===== src/rtl/sysctl_pkg.sv =====
package sysctl_pkg;
  localparam int DW = 32;
  localparam int OFS_VEC   = 0;
  localparam int OFS_APP   = 1;
  localparam int OFS_SLEEP = 2;
  localparam int OFS_PEND  = 3;
  localparam int OFS_PRIO  = 4;
  localparam int NUM_PRIO  = 3;
  localparam int OFS_HCTL  = 7;
  localparam int OFS_FLT   = 8;
  localparam int NUM_FLT   = 4;
  localparam int OFS_FADR  = 12;
  localparam int NUM_FADR  = 2;
  localparam logic [15:0] WR_KEY = 16'h05FA;
  localparam logic [15:0] RD_KEY = 16'hFA05;
  localparam logic [DW-1:0] VEC_MASK   = 32'h3FFF_FF80;
  localparam logic [DW-1:0] SLEEP_MASK = 32'h0000_0016;
  localparam logic [DW-1:0] HCTL_MASK  = 32'h0000_7FF7;

  function automatic logic [DW-1:0] prio_lanes(int idx);
    case (idx)
      0:       return 32'h00FF_FFFF;
      1:       return 32'hFF00_0000;
      default: return 32'hFFFF_00FF;
    endcase
  endfunction
endpackage


===== src/rtl/sysctl_keyed_ctl.sv =====
module sysctl_keyed_ctl
  import sysctl_pkg::*;
(
  input  logic        clk,
  input  logic        rst_n,
  input  logic        wr_en,
  input  logic [15:0] key,
  input  logic [2:0]  grp_in,
  input  logic        sys_rq,
  input  logic        vec_rq,
  output logic [2:0]  group_o,
  output logic        rst_req_o
);
  logic key_ok;
  assign key_ok = wr_en && (key == WR_KEY);

  always_ff @(posedge clk) begin
    if (!rst_n) begin
      group_o   <= '0;
      rst_req_o <= 1'b0;
    end else begin
      if (key_ok) group_o <= grp_in;
      rst_req_o <= key_ok && (sys_rq || vec_rq) && !rst_req_o;
    end
  end


  unkeyed_hold_chk: assert property (@(posedge clk) disable iff (!rst_n)
    (wr_en && key != WR_KEY) |=> $stable(group_o));

  pulse_single_chk: assert property (@(posedge clk) disable iff (!rst_n)
    rst_req_o |=> !rst_req_o);
endmodule


===== src/rtl/sysctl_w1c_reg.sv =====
module sysctl_w1c_reg #(
  parameter int W = 32
) (
  input  logic         clk,
  input  logic         rst_n,
  input  logic         clr_en,
  input  logic [W-1:0] clr_mask,
  input  logic [W-1:0] set_mask,
  output logic [W-1:0] q
);
  always_ff @(posedge clk) begin
    if (!rst_n) q <= '0;
    else        q <= (q & ~(clr_en ? clr_mask : '0)) | set_mask;
  end


  idle_hold_chk: assert property (@(posedge clk) disable iff (!rst_n)
    (!clr_en && set_mask == '0) |=> $stable(q));

  set_wins_chk: assert property (@(posedge clk) disable iff (!rst_n)
    (set_mask != '0) |=> ((q & $past(set_mask)) == $past(set_mask)));
endmodule


===== src/rtl/sysctl_prio_bank.sv =====
module sysctl_prio_bank
  import sysctl_pkg::*;
#(
  parameter int NW = NUM_PRIO
) (
  input  logic                  clk,
  input  logic                  rst_n,
  input  logic [NW-1:0]         wr_sel,
  input  logic [DW-1:0]         wdata,
  output logic [NW-1:0][DW-1:0] words
);
  for (genvar i = 0; i < NW; i++) begin : g_word
    localparam logic [DW-1:0] LANES = prio_lanes(i);
    always_ff @(posedge clk) begin
      if (!rst_n)         words[i] <= '0;
      else if (wr_sel[i]) words[i] <= wdata & LANES;
    end

    unused_lane_chk: assert property (@(posedge clk) disable iff (!rst_n)
      (words[i] & ~LANES) == '0);
  end
endmodule


===== src/rtl/sysctl_keyed_regs.sv =====
module sysctl_keyed_regs
  import sysctl_pkg::*;
#(
  parameter int AW = 4
) (
  input  logic          clk,
  input  logic          rst_n,
  input  logic          cmd_valid,
  output logic          cmd_ready,
  input  logic          cmd_write,
  input  logic [AW-1:0] cmd_addr,
  input  logic [DW-1:0] cmd_wdata,
  output logic          rsp_valid,
  output logic [DW-1:0] rsp_data,
  input  logic [DW-1:0] flt0_set,
  input  logic [DW-1:0] flt1_set,
  input  logic [DW-1:0] flt2_set,
  input  logic [DW-1:0] flt3_set,
  output logic          reset_req,
  output logic [2:0]    prigroup,
  output logic [2:0]    hnd_enable,
  output logic [3:0]    hnd_pending,
  output logic [6:0]    hnd_active,
  output logic          tmr_pend,
  output logic          svc_pend
);
  logic wr, rd;
  assign cmd_ready = 1'b1;
  assign wr = cmd_valid && cmd_write;
  assign rd = cmd_valid && !cmd_write;

  function automatic logic hit(logic [AW-1:0] a, int ofs);
    return a == AW'(ofs);
  endfunction

  // plain storage
  logic [DW-1:0] vec_q;
  logic [4:0]    sleep_q;
  logic [DW-1:0] fadr_q [NUM_FADR];

  always_ff @(posedge clk) begin
    if (!rst_n) begin
      vec_q       <= '0;
      sleep_q     <= '0;
      tmr_pend    <= 1'b0;
      svc_pend    <= 1'b0;
      hnd_enable  <= '0;
      hnd_pending <= '0;
      hnd_active  <= '0;
    end else if (wr) begin
      if (hit(cmd_addr, OFS_VEC))   vec_q   <= cmd_wdata & VEC_MASK;
      if (hit(cmd_addr, OFS_SLEEP)) sleep_q <= cmd_wdata[4:0];
      if (hit(cmd_addr, OFS_PEND)) begin
        if (cmd_wdata[28]) svc_pend <= 1'b1;
        if (cmd_wdata[27]) svc_pend <= 1'b0;
        if (cmd_wdata[26])      tmr_pend <= 1'b1;
        else if (cmd_wdata[25]) tmr_pend <= 1'b0;
      end
      if (hit(cmd_addr, OFS_HCTL)) begin
        hnd_enable  <= cmd_wdata[2:0];
        hnd_pending <= cmd_wdata[7:4];
        hnd_active  <= cmd_wdata[14:8];
      end
    end
  end

  for (genvar i = 0; i < NUM_FADR; i++) begin : g_fadr
    always_ff @(posedge clk) begin
      if (!rst_n)                                fadr_q[i] <= '0;
      else if (wr && hit(cmd_addr, OFS_FADR + i)) fadr_q[i] <= cmd_wdata;
    end
  end

  // keyed application control
  sysctl_keyed_ctl u_app (
    .clk      (clk),
    .rst_n    (rst_n),
    .wr_en    (wr && hit(cmd_addr, OFS_APP)),
    .key      (cmd_wdata[31:16]),
    .grp_in   (cmd_wdata[10:8]),
    .sys_rq   (cmd_wdata[2]),
    .vec_rq   (cmd_wdata[0]),
    .group_o  (prigroup),
    .rst_req_o(reset_req)
  );

  // handler priority words
  logic [NUM_PRIO-1:0]         prio_sel;
  logic [NUM_PRIO-1:0][DW-1:0] prio_q;
  for (genvar i = 0; i < NUM_PRIO; i++) begin : g_psel
    assign prio_sel[i] = wr && hit(cmd_addr, OFS_PRIO + i);
  end
  sysctl_prio_bank #(.NW(NUM_PRIO)) u_prio (
    .clk   (clk),
    .rst_n (rst_n),
    .wr_sel(prio_sel),
    .wdata (cmd_wdata),
    .words (prio_q)
  );

  // fault status words, write-one-to-clear
  logic [DW-1:0] flt_set [NUM_FLT];
  logic [DW-1:0] flt_q   [NUM_FLT];
  assign flt_set[0] = flt0_set;
  assign flt_set[1] = flt1_set;
  assign flt_set[2] = flt2_set;
  assign flt_set[3] = flt3_set;
  for (genvar i = 0; i < NUM_FLT; i++) begin : g_flt
    sysctl_w1c_reg #(.W(DW)) u_flt (
      .clk     (clk),
      .rst_n   (rst_n),
      .clr_en  (wr && hit(cmd_addr, OFS_FLT + i)),
      .clr_mask(cmd_wdata),
      .set_mask(flt_set[i]),
      .q       (flt_q[i])
    );
  end

  // read path
  logic [DW-1:0] rmux;
  always_comb begin
    rmux = '0;
    case (int'(cmd_addr))
      OFS_VEC:       rmux = vec_q;
      OFS_APP:       rmux = {RD_KEY, 5'b0, prigroup, 8'b0};
      OFS_SLEEP:     rmux = {27'b0, sleep_q} & SLEEP_MASK;
      OFS_PEND:      rmux = {3'b0, svc_pend, 1'b0, tmr_pend, 26'b0};
      OFS_PRIO:      rmux = prio_q[0];
      OFS_PRIO + 1:  rmux = prio_q[1];
      OFS_PRIO + 2:  rmux = prio_q[2];
      OFS_HCTL:      rmux = {17'b0, hnd_active, hnd_pending, 1'b0, hnd_enable};
      OFS_FLT:       rmux = flt_q[0];
      OFS_FLT + 1:   rmux = flt_q[1];
      OFS_FLT + 2:   rmux = flt_q[2];
      OFS_FLT + 3:   rmux = flt_q[3];
      OFS_FADR:      rmux = fadr_q[0];
      OFS_FADR + 1:  rmux = fadr_q[1];
      default:       rmux = '0;
    endcase
  end

  always_ff @(posedge clk) begin
    if (!rst_n) begin
      rsp_valid <= 1'b0;
      rsp_data  <= '0;
    end else begin
      rsp_valid <= rd;
      rsp_data  <= rd ? rmux : '0;
    end
  end


  tmr_set_prec_chk: assert property (@(posedge clk) disable iff (!rst_n)
    (wr && hit(cmd_addr, OFS_PEND) && cmd_wdata[26]) |=> tmr_pend);

  svc_clr_prec_chk: assert property (@(posedge clk) disable iff (!rst_n)
    (wr && hit(cmd_addr, OFS_PEND) && cmd_wdata[27]) |=> !svc_pend);

  unmapped_vec_chk: assert property (@(posedge clk) disable iff (!rst_n)
    (wr && cmd_addr > AW'(OFS_FADR + NUM_FADR - 1)) |=> $stable(vec_q));

  rsp_follow_chk: assert property (@(posedge clk) disable iff (!rst_n)
    !rd |=> !rsp_valid);
endmodule


===== config.mk =====
export PLATFORM = sky130hd
export DESIGN_NAME = sysctl_keyed_regs
export DESIGN_NICKNAME = d
export VERILOG_FILES = /design/src/rtl/sysctl_pkg.sv /design/src/rtl/sysctl_keyed_ctl.sv /design/src/rtl/sysctl_w1c_reg.sv /design/src/rtl/sysctl_prio_bank.sv /design/src/rtl/sysctl_keyed_regs.sv
export SDC_FILE = /design/constraint.sdc
export NUM_CORES = 1
export LEC_CHECK = 0
export BUFFER_PORTS_ARGS = -buffer_cell sky130_fd_sc_hd__buf_2
export CORE_MARGIN = 5
export CORE_UTILIZATION = 55
export DETAILED_ROUTE_END_ITERATION = 10
export PLACE_DENSITY = 0.78
export SLEW_MARGIN = 30
export SYNTH_ARGS = -nofsm -noshare
export SYNTH_HDL_FRONTEND = slang
export SYNTH_SLANG_ARGS = --single-unit

===== constraint.sdc =====
create_clock -name clk -period 5.8 [get_ports clk]
set_input_delay 1.16 -clock clk [delete_from_list [all_inputs] [get_ports clk]]
set_output_delay 1.16 -clock clk [all_outputs]
set_load 0.05 [all_outputs]

# Word-level counts from Yosys, hierarchy flattened
# Memories as Yosys holds them, arrays and structs flattened.
# Cells that the tools add are included.
[totals]
register_bits = 265
latch_bits = 0
ramBits = 64
romBits = 0
input_bits = 168
out_inout_bits = 54
elab_cells = 92
memories = 1
[op_classes]
addsub = 0
multipliers = 0
div_mod_pow = 0
magnitude_cmp = 0
n_eq_ne = 14
shifts = 0
mux = 18
bitwise = 14
reduce_logical = 27
[mem_list]
columns = ["memory", "words", "word_bits", "rd", "rd_ports_with_merged_regs", "write_ports", "line", "rtl"]
rows = [
  ["fadr_q", 2, 32, 2, 0, 2, "sysctl_keyed_regs.sv:39", "logic [DW-1:0] fadr_q [NUM_FADR];"],
]
[ops]
columns = ["operator", "n"]
rows = [
  ["$pmux W32 S14", 1],
  ["$mux W32", 6],
  ["$and A32 B32 Y32", 4],
  ["$not A32 Y32", 4],
  ["$or A32 B32 Y32", 4],
  ["$eq A4 B4 Y1 const B", 6],
  ["$eq A16 B11 Y1 const B", 1],
  ["$eq A4 B3 Y1 const B", 4],
  ["$logic_and A1 B1 Y1", 15],
  ["$mux W1", 11],
  ["$eq A4 B2 Y1 const B", 2],
  ["$reduce_and A2 Y1", 4],
  ["$reduce_and A3 Y1", 2],
  ["$eq A4 B1 Y1 const B", 1],
  ["$logic_not A4 Y1", 1],
  ["$reduce_bool A2 Y1", 2],
  ["$logic_not A1 Y1", 2],
  ["$or A1 B1 Y1", 2],
  ["$logic_or A1 B1 Y1", 1],
]

# Depth between registers and ports, before layout
[depth]
word_depth = 6
ltp_mapped = 8
depth_no_buf = 4

# Cells and area by module
# From an unflattened synthesis, not the netlist that was laid out.
[unflattened]
hier_cells = 1499
hier_area_um2 = 14639.0
[by_module_without_submodules]
columns = ["module", "instances", "cells_per_inst", "area_per_inst_um2", "seq_area_each_um2"]
rows = [
  ["sysctl_keyed_regs", 1, 719, 7353.3, 3423.3],
  ["sysctl_w1c_reg", 4, 134, 1151.1, 640.6],
  ["sysctl_prio_bank", 1, 222, 2473.6, 1121.1],
  ["sysctl_keyed_ctl", 1, 22, 207.7, 80.1],
]

# Least setup slack after synthesis
# No wires, ideal clock.
[synth_path]
kind = "input-to-reg"
startpoint = "input port cmd_addr[3]"
endpoint = "memory fadr_q[1][0], enable pin"
setup_time_ps = 466
t_arrival_ps = 4101
required_time_ps = 5334
path_slack_ps = 1233
stages = 5
path_buffers = 2
cell_sequence = "buf_2 buf_4 and3b_1 nand2_1 o21ai_0"
[synth_rtl]
columns = ["element", "line", "rtl"]
rows = [
  ["start: declaration", "sysctl_keyed_regs.sv:11", "input logic [AW-1:0] cmd_addr,"],
  ["end: declaration", "sysctl_keyed_regs.sv:39", ""],
]

# Worst setup path in the final report
[layout_path]
startpoint = "input port cmd_addr[1]"
endpoint = "register g_flt[2].u_flt.q[2]"
[layout_between]
elab_chain_cells = 6
[layout_lines]
columns = ["element", "line", "rtl"]
rows = [
  ["$eq A4 B4 Y1", "sysctl_keyed_regs.sv:33", "return a == AW'(ofs);"],
  ["$logic_and A1 B1 Y1", "sysctl_keyed_regs.sv:112", ".clr_en (wr && hit(cmd_addr, OFS_FLT + i)),"],
  ["$mux W32", "sysctl_w1c_reg.sv:13", "else q <= (q & ~(clr_en ? clr_mask : '0)) | set_mask;"],
  ["$not A32 Y32", "sysctl_w1c_reg.sv:13", ""],
  ["$and A32 B32 Y32", "sysctl_w1c_reg.sv:13", ""],
  ["$or A32 B32 Y32", "sysctl_w1c_reg.sv:13", ""],
  ["end signal: assignment", "sysctl_w1c_reg.sv:13", ""],
  ["end: declaration", "sysctl_w1c_reg.sv:9", "output logic [W-1:0] q"],
]
# No other way between the ends.
# A chain may end at the register's enable or synchronous reset.

==> results.toml <==
[synthesis]
syn-instance-count = 1328
async_reset_ff_frac = 0
yosys.area.top_type_share = 0.395
yosys-top-cells-area = "dfxtp_1 (40%), edfxtp_1 (14%), o21a_1 (7.3%), a21boi_0 (7.2%), nand2_1 (6.0%)"
synthesis.nets = 1496
yosysUniqueCellTypes = 50
synth_flop_cell = "dfxtp_1"
synth_edf_count = 64
post-synth-top-area-cell = "dfxtp_1"
synth-seq-area-share = 0.539
ys_warn_count = 0
avgSynthCellArea_um2 = 10.0
ys_ff_latch = 327
syn_area_um2 = 13300

[placement]
place_hpwl_um = 24700
gp_congestion = 0.817
portBuffers = 220
placed_cells = 1766

[timing]
setup_tns_ns = 0
tightest_slew_ns = 1.01
grt_setup_unrepaired = "no"
max_freq_mhz = 296
hold_viol_final = 0
finalSetupViolations = 0
max-slew-margin-rel = 0.325
clock_skew_ns = 0.0181
hold_ws_ns = 0.453
period_share = 0.582
slew_violations = 0
period_needed_ns = 3.38

[finish]
final_cell_mix = "dfxtp_1 (263), buf_2 (219), nand2_1 (211)"
fin_cells = 1828
fin_nets = 1646
final_common_cell = "dfxtp_1"
fill_cells = 1990
areaGrowthSynthToFinish_pct = 17.4
final_core_util = 0.649
layout-drive-gt1-share = 0.214

[setup_path]
cp.required_ns = 6.20
crit_type = "in2reg"
critPathMaxFanout = 32
end_kind = "flop"
arrival_ns = 3.77
r2r_start = "u_prio.words[95]$_SDFFE_PN0P_"
startpoint_type = "input port"
rr_worst_depth = 3
crit_start = "cmd_addr[1]"
regToRegSetupSlack_ns = 4.45

[global_routing]
grt_pass1_vias = 11200
grt_max_degree = 104
track_usage = 0.284
grt_overflow = 0
grt_pass1_wl_um = 63100
antenna_found_initial = 1

[power_and_ir_drop]
power_density_nw_per_um2 = 322
p_sw_frac = 0.227
clockPowerShare = 0.440
p_sw_w = 0.00114
ir_drop_mv = 0.305
leakagePower_nw = 5.88
combPwrFrac = 0.071
internal_power_w = 0.00389
seqPwrFrac = 0.489

[min_path]
hp-class = "reg2reg"
hold_depth = 2
min-delay-start = "u_prio.words[63]$_SDFFE_PN0P_"

[clocking]
clock-root-buffer = "clkbuf_16"
clock-sinks = 327
clock_latency_ns = 0.51
post-cts-setup-buffer-count = 0
postCtsHoldBufs = 0
ctsResizeCount = 0
path_clk_slew_ns = 0.06
cts_tree = "done"
numCtsBuffers = 34
htreeDepth = 2
clockBufferDepth = 3

[routing]
drtPass1Iterations = 8
antenna_left = 0
drt_wl_total_um = 40700
drt_iter0_markers = 1383
wl_per_cell_um = 22.3
via_per_inst = 6.18
dr_total_vias = 11300
drc = 0

[run]
cap_violations = 0

[die]
dieArea_um2 = 27400
row_count = 57
die_width_um = 166
die_h_um = 166
boundaryPins = 222
start_util = 0.553
coreArea_um2 = 24100

[run_status]
status = "finished clean"
[cells by family after synthesis]
family	share of synthesized area
DFF	0.539
buffers and inverters	0.0453
AOI/OAI and AO/OA	0.284
muxes	0.00225
other	0.000281
and+or+nand+nor	0.129
[per-stage QoR]
step / cell area, µm² / total power [W] / setup slack (ns)
final: 15600 / 0.00503 / 2.42
after global routing: 15600 / 0.00519 / 2.34
after CTS: 15600 / 0.00505 / 2.52
after detailed placement: 14500 / 0.00286 / 2.04
after global placement: 14500 / 0.00285 / 1.92
after floorplan: 13300 / 0.00271 / 1.23
[cells in the mapped netlist (2+ instances only)]
library cell / count
dfxtp_1: 263
nand2_1: 213
o21a_1: 129
a21boi_0: 128
a21oi_1: 105
clkbuf_1: 81
and2_1: 71
edfxtp_1: 64
a221oi_1: 44
a22o_1: 39
buf_2: 29
a22oi_1: 26
a31oi_1: 25
a222oi_1: 18
buf_4: 16
and3_1: 10
nor2_1: 7
nand3_1: 6
o21ai_0: 5
and4b_1: 4
and2_0: 3
and4bb_2: 3
mux2i_1: 3
nor2b_1: 3
nor4b_4: 3
nor4bb_1: 3
nand4_1: 2
nor3_1: 2
or2_2: 2
[layer usage]
metal | vias up | wire length (µm) | track usage
met2 | 657 | 18600 | 0.453
met4 | 0 | 986 | 0.0861
li1 | 5111 | - | -
met3 | 78 | 4320 | 0.0624
met1 | 5443 | 16800 | 0.391
met5 | - | 0 | 0
[worst max-delay path, cell delays in order]
cell and delay, ns:
buf_2 0.38, and4bb_2 0.30, buf_4 0.45, and2_1 0.68, buf_4 0.44, a21boi_0 0.16, o21a_1 0.19
[registers in the layout (all words and copies together) (netlist names)]
register,count
rsp_data,32
hnd_pending,4
hnd_active,7
u_app.rst_req_o,1
vec_q,23
sleep_q,3
tmr_pend,1
rsp_valid,1
hnd_enable,3
g_flt.u_flt.q,128
fadr_q,64
u_prio.words,56
svc_pend,1
u_app.group_o,3
[power by group through the flow]
stage / logic (W) / clock network, W / registers (W)
6_report: 0.000359 / 0.00222 / 0.00246
2_1_floorplan: 0.000206 / 0 / 0.00251
4_1_cts: 0.000355 / 0.00223 / 0.00246
3_3_place_gp: 0.000344 / 0 / 0.00250
3_5_place_dp: 0.000353 / 0 / 0.00251
5_1_grt: 0.000388 / 0.00234 / 0.00247
[path summary, 6_finish.rpt]
| kind | endpoint |
|---|---|
| setup / recovery | g_flt[2].u_flt.q[2]$_SDFF_PN0_ |
| hold / removal | u_prio.words[63]$_SDFFE_PN0P_ |
| setup reg to reg | rsp_data[31]$_SDFF_PN0_ |
| hold reg to reg | u_prio.words[63]$_SDFFE_PN0P_ |
[layout make-up]
cell class,instances,area (µm²),share of cell area
antenna,1,2.50,0.000160
clock buffer,51,1040,0.0665
clock inverter,10,105,0.00672
inverter,1,5.00,0.000320
multi-input combinational,871,5620,0.359
sequential,327,7190,0.459
tap,324,405,0.0259
timing repair buffer,243,1280,0.0821
Note: power is estimated with default switching activity, not from simulation.
